**config.mk**
```make
export PLATFORM = sky130hd
export DESIGN_NAME = erc_top
export DESIGN_NICKNAME = d
export VERILOG_FILES = /design/src/rtl/erc_pkg.sv /design/src/rtl/erc_tstamp.sv /design/src/rtl/erc_lane.sv /design/src/rtl/erc_top.sv
export SDC_FILE = /design/constraint.sdc
export NUM_CORES = 1
export LEC_CHECK = 0
export BUFFER_PORTS_ARGS = -buffer_cell sky130_fd_sc_hd__clkbuf_2
export CAP_MARGIN = 20
export CORE_AREA = 2 2 141 143
export CTS_CLUSTER_SIZE = 8
export DETAILED_ROUTE_END_ITERATION = 7
export DIE_AREA = 0 0 143 145
export PLACE_DENSITY = 0.69
export SLEW_MARGIN = 20
export SYNTH_ARGS = -nofsm -noshare
export SYNTH_HDL_FRONTEND = slang
export SYNTH_SLANG_ARGS = --single-unit
```
**constraint.sdc**
```tcl
create_clock -name clk -period 3.5 [get_ports clk]
set_input_delay 0.525 -clock clk [delete_from_list [all_inputs] [get_ports clk]]
set_output_delay 0.525 -clock clk [all_outputs]
set_load 0.03 [all_outputs]
```
**src/rtl/erc_pkg.sv**
```systemverilog
package erc_pkg;
  typedef enum logic [2:0] {
    ST_IDLE,
    ST_SETTLE,
    ST_CLOCK,
    ST_REL,
    ST_RSTP,
    ST_SEND
  } erc_state_e;
endpackage

```
**src/rtl/erc_tstamp.sv**
```systemverilog
module erc_tstamp #(
  parameter int TS_W = 32
) (
  input  logic            clk,
  input  logic            rst,
  output logic [TS_W-1:0] ts
);
  always_ff @(posedge clk) begin
    if (rst) ts <= '0;
    else     ts <= ts + 1'b1;
  end
endmodule

```
**src/rtl/erc_lane.sv**
```systemverilog
module erc_lane #(
  parameter int WORD_W = 16
) (
  input  logic              clk,
  input  logic              rst,
  input  logic              clr,
  input  logic              shift_en,
  input  logic              din,
  output logic [WORD_W-1:0] word
);
  always_ff @(posedge clk) begin
    if (rst || clr)    word <= '0;
    else if (shift_en) word <= {word[WORD_W-2:0], din};
  end
endmodule

```
**src/rtl/erc_top.sv**
```systemverilog
module erc_top
  import erc_pkg::*;
#(
  parameter int NCHIP      = 4,
  parameter int WORD_W     = 16,
  parameter int TS_W       = 32,
  parameter int SETTLE_W   = 16,
  parameter int SETTLE_DEF = 200,
  parameter int TMO_CYC    = 4096,
  parameter int RST_LEN    = 4,
  parameter int IDLE_MIN   = 2
) (
  input  logic                clk,
  input  logic                rst,
  input  logic                req_in,
  input  logic [SETTLE_W-1:0] settle_i,
  input  logic [NCHIP-1:0]    sdata_i,
  input  logic [NCHIP-1:0]    eoc_i,
  output logic                req_drive_o,
  output logic                rdclk_o,
  output logic                chip_rst_o,
  output logic                m_valid_o,
  input  logic                m_ready_i,
  output logic [TS_W-1:0]     m_data_o,
  output logic                m_last_o
);
  localparam int TMO_W  = $clog2(TMO_CYC + 1);
  localparam int RST_W  = $clog2(RST_LEN + 1);
  localparam int IDLE_W = $clog2(IDLE_MIN + 1);
  localparam int NWORD  = NCHIP + 2;
  localparam int IDX_W  = $clog2(NWORD);

  erc_state_e          state;
  logic [TS_W-1:0]     ts_now, ts_lat;
  logic [IDLE_W-1:0]   idle_cnt;
  logic [SETTLE_W-1:0] settle_eff, settle_lat, wcnt;
  logic [TMO_W-1:0]    tcnt, pulses;
  logic [RST_W-1:0]    rcnt;
  logic [IDX_W-1:0]    widx, nidx;
  logic                phase, err;
  logic                evt, done_now, shift_en;
  logic [WORD_W-1:0]   lane_word [NCHIP];
  logic [TS_W-1:0]     words [NWORD];

  erc_tstamp #(.TS_W(TS_W)) u_ts (.clk(clk), .rst(rst), .ts(ts_now));

  // Line idle history: counts consecutive low samples, saturating
  always_ff @(posedge clk) begin
    if (rst || req_in)                          idle_cnt <= '0;
    else if (idle_cnt != IDLE_W'(IDLE_MIN))     idle_cnt <= idle_cnt + 1'b1;
  end

  assign settle_eff = (settle_i == '0) ? SETTLE_W'(SETTLE_DEF) : settle_i;
  assign evt      = (state == ST_IDLE) && req_in && (idle_cnt == IDLE_W'(IDLE_MIN));
  assign done_now = (&eoc_i) || (tcnt == TMO_W'(TMO_CYC - 1));
  assign shift_en = (state == ST_CLOCK) && phase && !done_now;
  assign nidx     = widx + 1'b1;

  generate
    for (genvar i = 0; i < NCHIP; i++) begin : g_lane
      erc_lane #(.WORD_W(WORD_W)) u_lane (
        .clk(clk), .rst(rst), .clr(evt), .shift_en(shift_en),
        .din(sdata_i[i]), .word(lane_word[i])
      );
      assign words[i+1] = TS_W'(lane_word[i]);
    end
  endgenerate

  always_comb begin
    words[0]       = ts_lat;
    words[NWORD-1] = '0;
    words[NWORD-1][TS_W-1]  = err;
    words[NWORD-1][TMO_W-1:0] = pulses;
  end

  always_ff @(posedge clk) begin
    if (rst) begin
      state       <= ST_IDLE;
      ts_lat      <= '0;
      settle_lat  <= '0;
      wcnt        <= '0;
      tcnt        <= '0;
      pulses      <= '0;
      rcnt        <= '0;
      widx        <= '0;
      phase       <= 1'b0;
      err         <= 1'b0;
      req_drive_o <= 1'b0;
      rdclk_o     <= 1'b0;
      chip_rst_o  <= 1'b0;
      m_valid_o   <= 1'b0;
      m_data_o    <= '0;
      m_last_o    <= 1'b0;
    end else begin
      case (state)
        ST_IDLE: if (evt) begin
          ts_lat      <= ts_now;
          settle_lat  <= settle_eff;
          req_drive_o <= 1'b1;
          wcnt        <= '0;
          tcnt        <= '0;
          pulses      <= '0;
          phase       <= 1'b0;
          err         <= 1'b0;
          state       <= ST_SETTLE;
        end
        ST_SETTLE: begin
          if (wcnt == settle_lat - 1'b1) state <= ST_CLOCK;
          else                           wcnt  <= wcnt + 1'b1;
        end
        ST_CLOCK: begin
          if (done_now) begin
            err         <= ~(&eoc_i);
            rdclk_o     <= 1'b0;
            req_drive_o <= 1'b0;
            state       <= ST_REL;
          end else begin
            tcnt    <= tcnt + 1'b1;
            phase   <= ~phase;
            rdclk_o <= ~phase;
            if (phase) pulses <= pulses + 1'b1;
          end
        end
        ST_REL: begin
          chip_rst_o <= 1'b1;
          rcnt       <= '0;
          state      <= ST_RSTP;
        end
        ST_RSTP: begin
          if (rcnt == RST_W'(RST_LEN - 1)) begin
            chip_rst_o <= 1'b0;
            widx       <= '0;
            m_valid_o  <= 1'b1;
            m_data_o   <= words[0];
            m_last_o   <= 1'b0;
            state      <= ST_SEND;
          end else begin
            rcnt <= rcnt + 1'b1;
          end
        end
        ST_SEND: if (m_valid_o && m_ready_i) begin
          if (m_last_o) begin
            m_valid_o <= 1'b0;
            m_last_o  <= 1'b0;
            state     <= ST_IDLE;
          end else begin
            widx     <= nidx;
            m_data_o <= words[nidx];
            m_last_o <= (nidx == IDX_W'(NWORD - 1));
          end
        end
        default: state <= ST_IDLE;
      endcase
    end
  end
endmodule

```
# Yosys cells after proc, flatten, opt, wreduce, memory -nomap -nowiden

Cells that the tools add are included.

Bits in registers: 236
Bits of input ports: 28
Output and inout bits: 37

$add $sub $neg: 8
Order comparisons: 1
Equality and inequality tests: 22
Mux-type cells: 48
Bitwise operators: 3
Reductions and logical operators: 27

Operators with widths:

| operator                                            | count |
|---|---|
| 2-to-1 mux 32 bit                                   | 5 |
| binary-select mux 32 bit (select 3 bit)             | 1 |
| case mux 32 bit (2 select lines)                    | 1 |
| 2-to-1 mux 13 bit                                   | 4 |
| case mux 13 bit (2 select lines)                    | 2 |
| 2-to-1 mux 16 bit                                   | 3 |
| adder 32 x 1 -> 32 bit (second input constant)      | 1 |
| case mux 16 bit (2 select lines)                    | 1 |
| 2-to-1 mux 3 bit                                    | 10 |
| adder 13 x 1 -> 13 bit (second input constant)      | 2 |
| inequality test 2 bit (second input constant)       | 11 |
| case mux 3 bit (6 select lines)                     | 1 |
| adder 16 x 1 -> 16 bit (second input constant)      | 1 |
| == test 16 bit                                      | 1 |
| logical NOT 16 bit                                  | 1 |
| AND reduction 4 bit                                 | 4 |
| subtractor 16 x 1 -> 16 bit (second input constant) | 1 |
| == test 13 x 12 -> 1 bit (second input constant)    | 1 |
| 2-to-1 mux 1 bit                                    | 12 |
| case mux 1 bit (2 select lines)                     | 6 |
| case mux 3 bit (2 select lines)                     | 2 |
| AND reduction 3 bit                                 | 4 |
| == test 3 x 2 -> 1 bit (second input constant)      | 3 |
| == test 3 bit (second input constant)               | 3 |
| 15 further kinds                                    | 28 |

# Depth between registers and ports, before layout

Gate-level depths: netlist of run 1.

Depth after elaboration: 8
Gate-level depth with buffers: 12
Gate-level depth less buffers: 9

# By module

A second synthesis of run 1 with hierarchy kept.

Cells, all modules: 1289
Area, all modules: 11051.8 µm²

By module, submodules not included:

| module     | times used | cells an instance | area an instance (µm²) |
|---|---|---|---|
| erc_top    | 1          | 904               | 7220.7 |
| erc_lane   | 4          | 53                | 581.8 |
| erc_tstamp | 1          | 173               | 1503.9 |

# Least setup slack after synthesis of run 1

OpenSTA, ideal clock, no wires.

Path kind: reg2reg
Start point: register settle_lat[2]
End point: register wcnt[11]
Library setup time: 0.070 ns
Data arrival time: 2.470 ns
Required time: 3.430 ns
Path slack: 0.959 ns
Cell stages (with the launch flop): 10
Path buffers: 2
Cell sequence: dfxtp_1 -> buf_6 -> or4_4 -> o31ai_1 -> xor2_1 -> a32o_1 -> and4_4 -> buf_6 -> or4_1 -> a21oi_1

Cells in the longest elaborated chain, start to end: 4

Ends and longest elaborated chain:

| element                         | line           | text |
|---|---|---|
| from (decl)                     | erc_top.sv:36  | `logic [SETTLE_W-1:0] settle_eff, settle_lat, wcnt;` |
| from (signal assigned)          | erc_top.sv:98  | `settle_lat <= settle_eff;` |
| subtractor 16 x 1 -> 16 bit     | erc_top.sv:108 | `if (wcnt == settle_lat - 1'b1) state <= ST_CLOCK;` |
| == test 16 bit                  | erc_top.sv:108 |  |
| inequality test 2 bit (no line) | n/a            |  |
| AND reduction 3 bit (no line)   | n/a            |  |
| to (signal assigned)            | erc_top.sv:109 | `else wcnt <= wcnt + 1'b1;` |
| to (decl)                       | erc_top.sv:36  |  |

No other way between the ends.
A chain may end at the register's enable or synchronous reset.

# Final worst setup path of run 1

Start point: register settle_lat[2]
End point: register wcnt[5]

The elaborated chain is that of the path after synthesis.

==> summary.txt, run 1 <==
Power
  – Pwr Total: 5840 µW
  – Clock Power Share: 50.4%
  – Seq pwr share: 46.7%
  – Cell leakage power: between 0.004 and 0.005 µW
  – P per Cell Area: just under 500 nW/µm²
  – Sw Ratio: 21.2%
  – NetSw: about 1200 µW
  – Internal: between 4000 and 5000 µW
  – Max VDD drop: 0.399 mV
  – Comb power frac: ~2.9%

Synth
  – Post-synthesis cell count: 1324
  – Synthesized area per cell: 7.87 µm²
  – Ys async rst share: 0%
  – Mapped Area: 10400 µm²
  – #FFs+latches synth: between 200 and 250
  – Yosys top cell by area: dfxtp_1
  – Primary FF master, synth: dfxtp_1
  – Distinct cell type count after synthesis: 57
  – Top cells by area, synth: dfxtp_1 45%, nand2_1 11%, a21oi_1 9.1%
  – Post-synth EDFFs: 0
  – Sequential-to-total area share from yosys stat: 45.3%
  – Syn_nets: 1362
  – Syn. warnings: 0
  – Yosys top cell area share: between 40% and 50%

Worst setup path
  – Crit path max fanout: 30
  – Crit. End Element: flip-flop
  – Reg2reg start: settle_lat[2]
  – Critical Path Source Type: flip-flop
  – Data required, critical path: ~3.9 ns
  – Setup Crit Path Kind: reg -> reg
  – Worst reg2reg path depth: 7
  – Internal reg-to-reg setup slack: 0.78 ns
  – WP data arrival: 3.13 ns
  – Worst r2r dst: wcnt[5]

Die
  – Full die area: 20700 µm²
  – Core Rows: a little over 50
  – Die height: 145 µm
  – I/O Pins: 65
  – Core footprint: about 19000 µm²
  – Initial Utilization: a little over half
  – Die width: 143 µm

GRT
  – Grt met3 use: under 10%
  – Initial antenna violation count: 0
  – Met1 Use GR: 33.0%
  – First-pass GRT wire length: 40100 µm
  – Tot GR Track Use: between 20% and 30%
  – Largest net degree at the start of global routing: 107
  – Vias in the first global route: 8379
  – Total grt overflow: 0
  – Busiest grt layer: met2
  – Met2 Track Usage GR: 36.1%

Min path
  – Hold Crit Depth: 3
  – Hold Path End: g_lane[1].u_lane.word[0]
  – Hold Path Class: in -> reg
  – HP Start: sdata_i[1]

STA
  – Post-layout min period: 2.72 ns
  – Max frequency: 0.368 GHz
  – Worst-Margin Slew: 0.858 ns
  – Final slew viol count: 0
  – Number of setup violations in the final report: 0
  – Rel. slew slack: 42.6%
  – Unrepaired setup endpoints after global routing: false
  – Fin crit share: between 70% and 80%
  – Final Skew: 0.0198 ns
  – Setup_tns: 0 ns
  – Hold Vio Cnt, Final: 0

Drt
  – Final ANT Viol Nets: 0
  – Vias: about 9000
  – DRC Markers: 0
  – Wire per inst: 14.9 µm
  – Initial DRC Count: 574
  – DRT Pass-1 Iters: 5
  – Drt total wl: 24100 µm
  – Vias per Instance: 5.60

Clock network
  – Clk pin slew, worst setup/hold paths: 0.05 ns
  – Post-CTS Hold Fix Bufs: 0
  – Post-CTS setup buffer count: 0
  – CTS max path bufs: 3
  – TritonCTS Buffers: 35
  – # resized after CTS: 0
  – Worst skew pair latency: 0.50 ns
  – Clk sinks: 236
  – CTS root buf: clkbuf_16
  – H-tree lvl count: 2
  – CTS tree: done

Finish
  – Area grow syn2layout: 13.5%
  – Ant diodes: 0
  – Nets@finish: 1393
  – Fraction of layout cells with a size suffix above 1: around a tenth
  – Final Util: 61.6%

Place
  – Port Buffers: 64
  – Detailed placement HPWL: 15500 µm
  – RePlAce Congestion: around 0.79

Job
  – Max cap viols: 0

Outcome
  – Status: completed
## Yosys cell counts, types with 3 or more instances
library cell	number
nand2_1	297
dfxtp_1	236
a21oi_1	190
nor2_1	106
clkbuf_1	73
nand3_1	47
xor2_1	39
nor3_1	38
o21ai_0	28
xnor2_1	25
or3_1	24
nand4_1	21
o22ai_1	17
a221oi_1	16
inv_1	15
mux2i_1	15
nor2b_1	11
and3_1	10
ha_1	10
nor4_1	10
a22o_1	8
or4_1	8
buf_1	7
and2_1	5
and4_1	5
nand2b_1	5
o211ai_1	5
o31ai_1	5
mux2_2	4
a211oi_1	3
a31oi_1	3
buf_6	3
nand3b_1	3
## through the flow
step	cells	area, µm²	hold WS [ns]	setup WS (ns)
5_1_grt	1621	11800	0.255	0.642
3_5_place_dp	1583	10900	0.445	0.815
6_report	1621	11800	0.242	0.781
4_1_cts	1621	11800	0.233	0.794
3_3_place_gp	1583	10900	0.437	0.884
2_1_floorplan	1324	10400	0.426	0.959
## worst max-delay path by stage
stage / startpoint / endpoint / slack [ns] / cells after the start
after floorplan: settle_lat[2] / wcnt[11] / 0.96 / 9
after global placement: settle_lat[2] / wcnt[5] / 0.88 / 7
after detailed placement: settle_lat[2] / wcnt[15] / 0.82 / 7
after CTS: settle_lat[2] / wcnt[15] / 0.79 / 7
after global routing: settle_lat[2] / wcnt[11] / 0.64 / 7
final: settle_lat[2] / wcnt[5] / 0.78 / 7
## registers in the layout, indices dropped and copies added (netlist names), 2 cells and up
register	flops
tcnt	13
settle_lat	16
rcnt	3
pulses	13
state	3
g_lane.u_lane.word	64
wcnt	16
u_ts.ts	32
idle_cnt	2
m_data_o	32
ts_lat	32
widx	3
## final cells by class
| cell class | count | area, µm² |
|---|---|---|
| multi-input combinational | 987 | 5320 |
| inverter | 15 | 56.3 |
| clock buffer | 35 | 876 |
| timing repair buffer | 80 | 468 |
| tap | 265 | 332 |
| clock inverter | 3 | 62.6 |
| sequential | 236 | 4720 |
| fill | 1759 | 7370 |
## logic make-up after synthesis
group	synth area share [%]
fa+ha+maj	1.20
xor+xnor	5.38
compound gates	15.7
mux	2.02
buf+inv	3.91
simple gates	26.5
flops	45.3
## power by group through the flow
stage	Combinational (µW)	Sequential (µW)	Clock, µW
floorplan	122	2770	0
global placement	171	2780	0
detailed placement	171	2780	0
CTS	172	2730	3010
global route	192	2720	3120
finish	172	2730	2940
## critical path, cell delays in order, from the launching register on
cell and delay, ns:
dfxtp_1 0.40, nor4_4 0.46, nand4_2 0.23, mux2_4 0.35
a211o_1 0.27, and4_4 0.26, or4_1 0.52, a21oi_1 0.15
## routing by layer
layer | routed length (µm) | up-vias
met5 | 0 | -
met4 | 474 | 0
met3 | 1050 | 47
met2 | 11200 | 182
met1 | 11400 | 4220
li1 | - | 4624
## placed cells by master (no fill, tap or decap), types with 15 or more instances in the layout
master	count
nand2_1	297
dfxtp_1	236
a21oi_1	190
nor2_1	106
clkbuf_2	63
nand3_1	46
xor2_1	39
nor3_1	38
clkbuf_16	35
o21ai_0	28
xnor2_1	25
or3_1	24
nand4_1	21
o22ai_1	17
a221oi_1	16
inv_1	15
mux2i_1	15
buf_4	15
No activity file was read; power rests on OpenSTA's default activity.
==> run 2, diff against run 1 <==
PLACE_DENSITY = 0.71   (was 0.69)
clock period = 2.4 ns   (was 3.5 ns; I/O delays follow)
==> summary.txt, run 2 (synthesis results as in run 1) <==
Worst setup path
  – Cell family with most CP delay: simple AND/OR/NAND/NOR gates
  – CP max stage delay: 0.58 ns (+0.06 ns)
  – Worst path depth: 8 (+1)
  – CP max-delay cell: or4_4
  – Setup Crit Path Kind: reg -> reg
  – Worst Path Buf+Inv: 1 (+1)
  – CP cell instances: or4_4 -> o31ai_4 -> xor2_1 -> a32o_2 -> and4_4 -> buf_12 -> or4_1 -> a21oi_1
  – Worst Setup EP: wcnt[13]
  – Internal reg-to-reg setup slack: -0.05 ns (-0.83 ns)
  – Reg2reg start: settle_lat[3]
  – Setup crit start: settle_lat[3]
  – Critical Path Source Type: flip-flop
  – Worst r2r dst: wcnt[13]
  – Worst reg2reg path depth: 8 (+1)
  – Data required, critical path: 2.84 ns (-1.07 ns)
  – WP data arrival: 2.89 ns (-0.24 ns)
  – Crit. End Element: flip-flop
  – Crit path max fanout: 5 (-83%)

Drt
  – Wire per inst: 14.8 µm (-0.43%)
  – DRC Markers: 0 (unchanged)
  – Drt total wl: 24700 µm (+2.2%)
  – Vias: 9319 (+2.7%)
  – Final ANT Viol Nets: 0 (unchanged)
  – Initial DRC Count: 599 (+4.4%)
  – DRT Pass-1 Iters: 5 (unchanged)
  – Vias per Instance: 5.60 (+0.12%)

Die
  – Initial Utilization: 54.3% (unchanged)
  – I/O Pins: 65 (unchanged)
  – Full die area: 20700 µm² (unchanged)
  – Core Rows: 51 (unchanged)
  – Die width: 143 µm (unchanged)
  – Core footprint: 19200 µm² (unchanged)
  – Die height: 145 µm (unchanged)

STA
  – Number of setup violations in the final report: 13 (+13)
  – Max frequency: 0.408 GHz (+11%)
  – Post-route setup slack: -0.0499 ns (-0.831 ns)
  – Post-layout min period: 2.45 ns (-0.269 ns)
  – Final Skew: 0.00921 ns (-0.0106 ns)
  – Rel. slew slack: 55.7% (+13 points)
  – Final slew viol count: 0 (unchanged)
  – Hold slack: 0.0722 ns (-0.170 ns)
  – Hold Vio Cnt, Final: 0 (unchanged)
  – Setup_tns: -0.314 ns (-0.314 ns)
  – Worst-Margin Slew: 0.664 ns (-0.194 ns)
  – Unrepaired setup endpoints after global routing: true
  – Fin crit share: 102% (+24 points)

Clock network
  – Worst skew pair latency: 0.51 ns (about the same)
  – CTS tree: done
  – H-tree lvl count: 2 (unchanged)
  – CTS root buf: clkbuf_16
  – TritonCTS Buffers: 35 (unchanged)
  – CTS max path bufs: 3 (unchanged)
  – Clk pin slew, worst setup/hold paths: 0.05 ns (about the same)
  – Post-CTS Hold Fix Bufs: 0 (unchanged)
  – Clk sinks: 236 (unchanged)

Finish
  – Most frequent cells in the layout: 296 x nand2_1, 232 x dfxtp_1, 189 x a21oi_1, 105 x nor2_1, 63 x clkbuf_2
  – Max FFs per register: 64 (unchanged)
  – Fraction of layout cells with a size suffix above 1: 13.9% (+3.7 points)
  – Most common cell after layout, fill and taps aside: nand2_1
  – Ant diodes: 0 (unchanged)
  – Nets@finish: 1434 (+2.9%)
  – Multi-input logic area: 5360 µm² (+0.87%)
  – Register Area: 4730 µm² (+0.16%)
  – Area grow syn2layout: 18.1%
  – Largest register by flop count: g_lane.u_lane.word
  – Filler cells: 1639 (-6.8%)

GRT
  – Vias in the first global route: 8530 (+1.8%)
  – First-pass GRT wire length: 41300 µm (+2.9%)
  – Largest net degree at the start of global routing: 105 (-1.9%)
  – Total grt overflow: 0 (unchanged)
  – Tot GR Track Use: 23.7% (+0.63 points)
  – Initial antenna violation count: 0 (unchanged)

Place
  – Detailed placement HPWL: 16400 µm (+5.6%)
  – Port Buffers: 64 (unchanged)
  – RePlAce Congestion: 0.833 (+5.5%)

Outcome
  – Status: finished with violations
  – Failing checks: negative setup slack

Job
  – Max cap viols: 0 (unchanged)

Power
  – P per Cell Area: 702 nW/µm² (+42%)
  – Max VDD drop: 0.704 mV (+77%)
  – Cell leakage power: 0.00433 µW (+6.1%)

Min path
  – Hold Path Class: in -> reg
-- run 2: timing repair --
action,4_1_cts,5_1_grt
pin swaps,6,11
buffers inserted,2,2
resized for setup,11,8
gates cloned,0,0
setup endpoints to repair,16,22
-- run 2: worst reg2reg max path: cells and delay by family, from the launching register on --
family,cells,cell delay (ns)
buffers and inverters,1,0.13
flip-flops,1,0.34
AND/OR/NAND/NOR,3,1.19
AO/OA/AOI/OAI,3,0.62
XOR/XNOR,1,0.10
-- run 2: area by class of cell --
cell class,instances,area share (%)
Tap cell,265,2.69
Clock inverter,4,0.640
Sequential cell,236,38.4
Multi-Input combinational cell,987,43.5
Timing Repair Buffer,121,7.11
Inverter,15,0.457
Clock buffer,35,7.11
-- run 2: metal layers --
layer	global-route usage [%]	vias to the layer above	routed length [µm]
met1	32.9	4386	11500
li1	-	4697	-
met4	7.67	0	516
met5	0	-	0
met2	38.0	191	11700
met3	3.40	45	984
-- run 2: through the flow --
stage          cell area [µm²]  instances  util [%]  setup slack, ns  power [µW]
2_1_floorplan            10400       1324         -          -0.0157        4220
3_3_place_gp             11300       1620      58.7          -0.0114        4330
3_5_place_dp             11300       1620      58.7           -0.120        4330
4_1_cts                  12300       1661      63.9          -0.0290        8730
5_1_grt                  12300       1663      64.1           -0.173        8920
6_report                 12300       1663      64.1          -0.0499        8650
-- run 2: where the power goes --
group          total (µW)  internal, µW  leakage (µW)  switching (µW)
Combinational         295           115       0.00196             180
Clock                4380          2700      0.000470            1680
Sequential           3970          3950       0.00190            24.3
-- run 2: how the worst min path moves through the flow --
stage | start | to | slack [ns] | cells after the start
2_1_floorplan | u_ts.ts[0] | u_ts.ts[0] | 0.43 | 1
3_3_place_gp | u_ts.ts[0] | u_ts.ts[0] | 0.44 | 1
3_5_place_dp | m_data_o[23] | m_data_o[23] | 0.44 | 2
4_1_cts | sdata_i[0] | g_lane[0].u_lane.word[0] | 0.06 | 3
5_1_grt | settle_i[11] | settle_lat[11] | 0.07 | 2
6_report | settle_i[11] | settle_lat[11] | 0.07 | 2
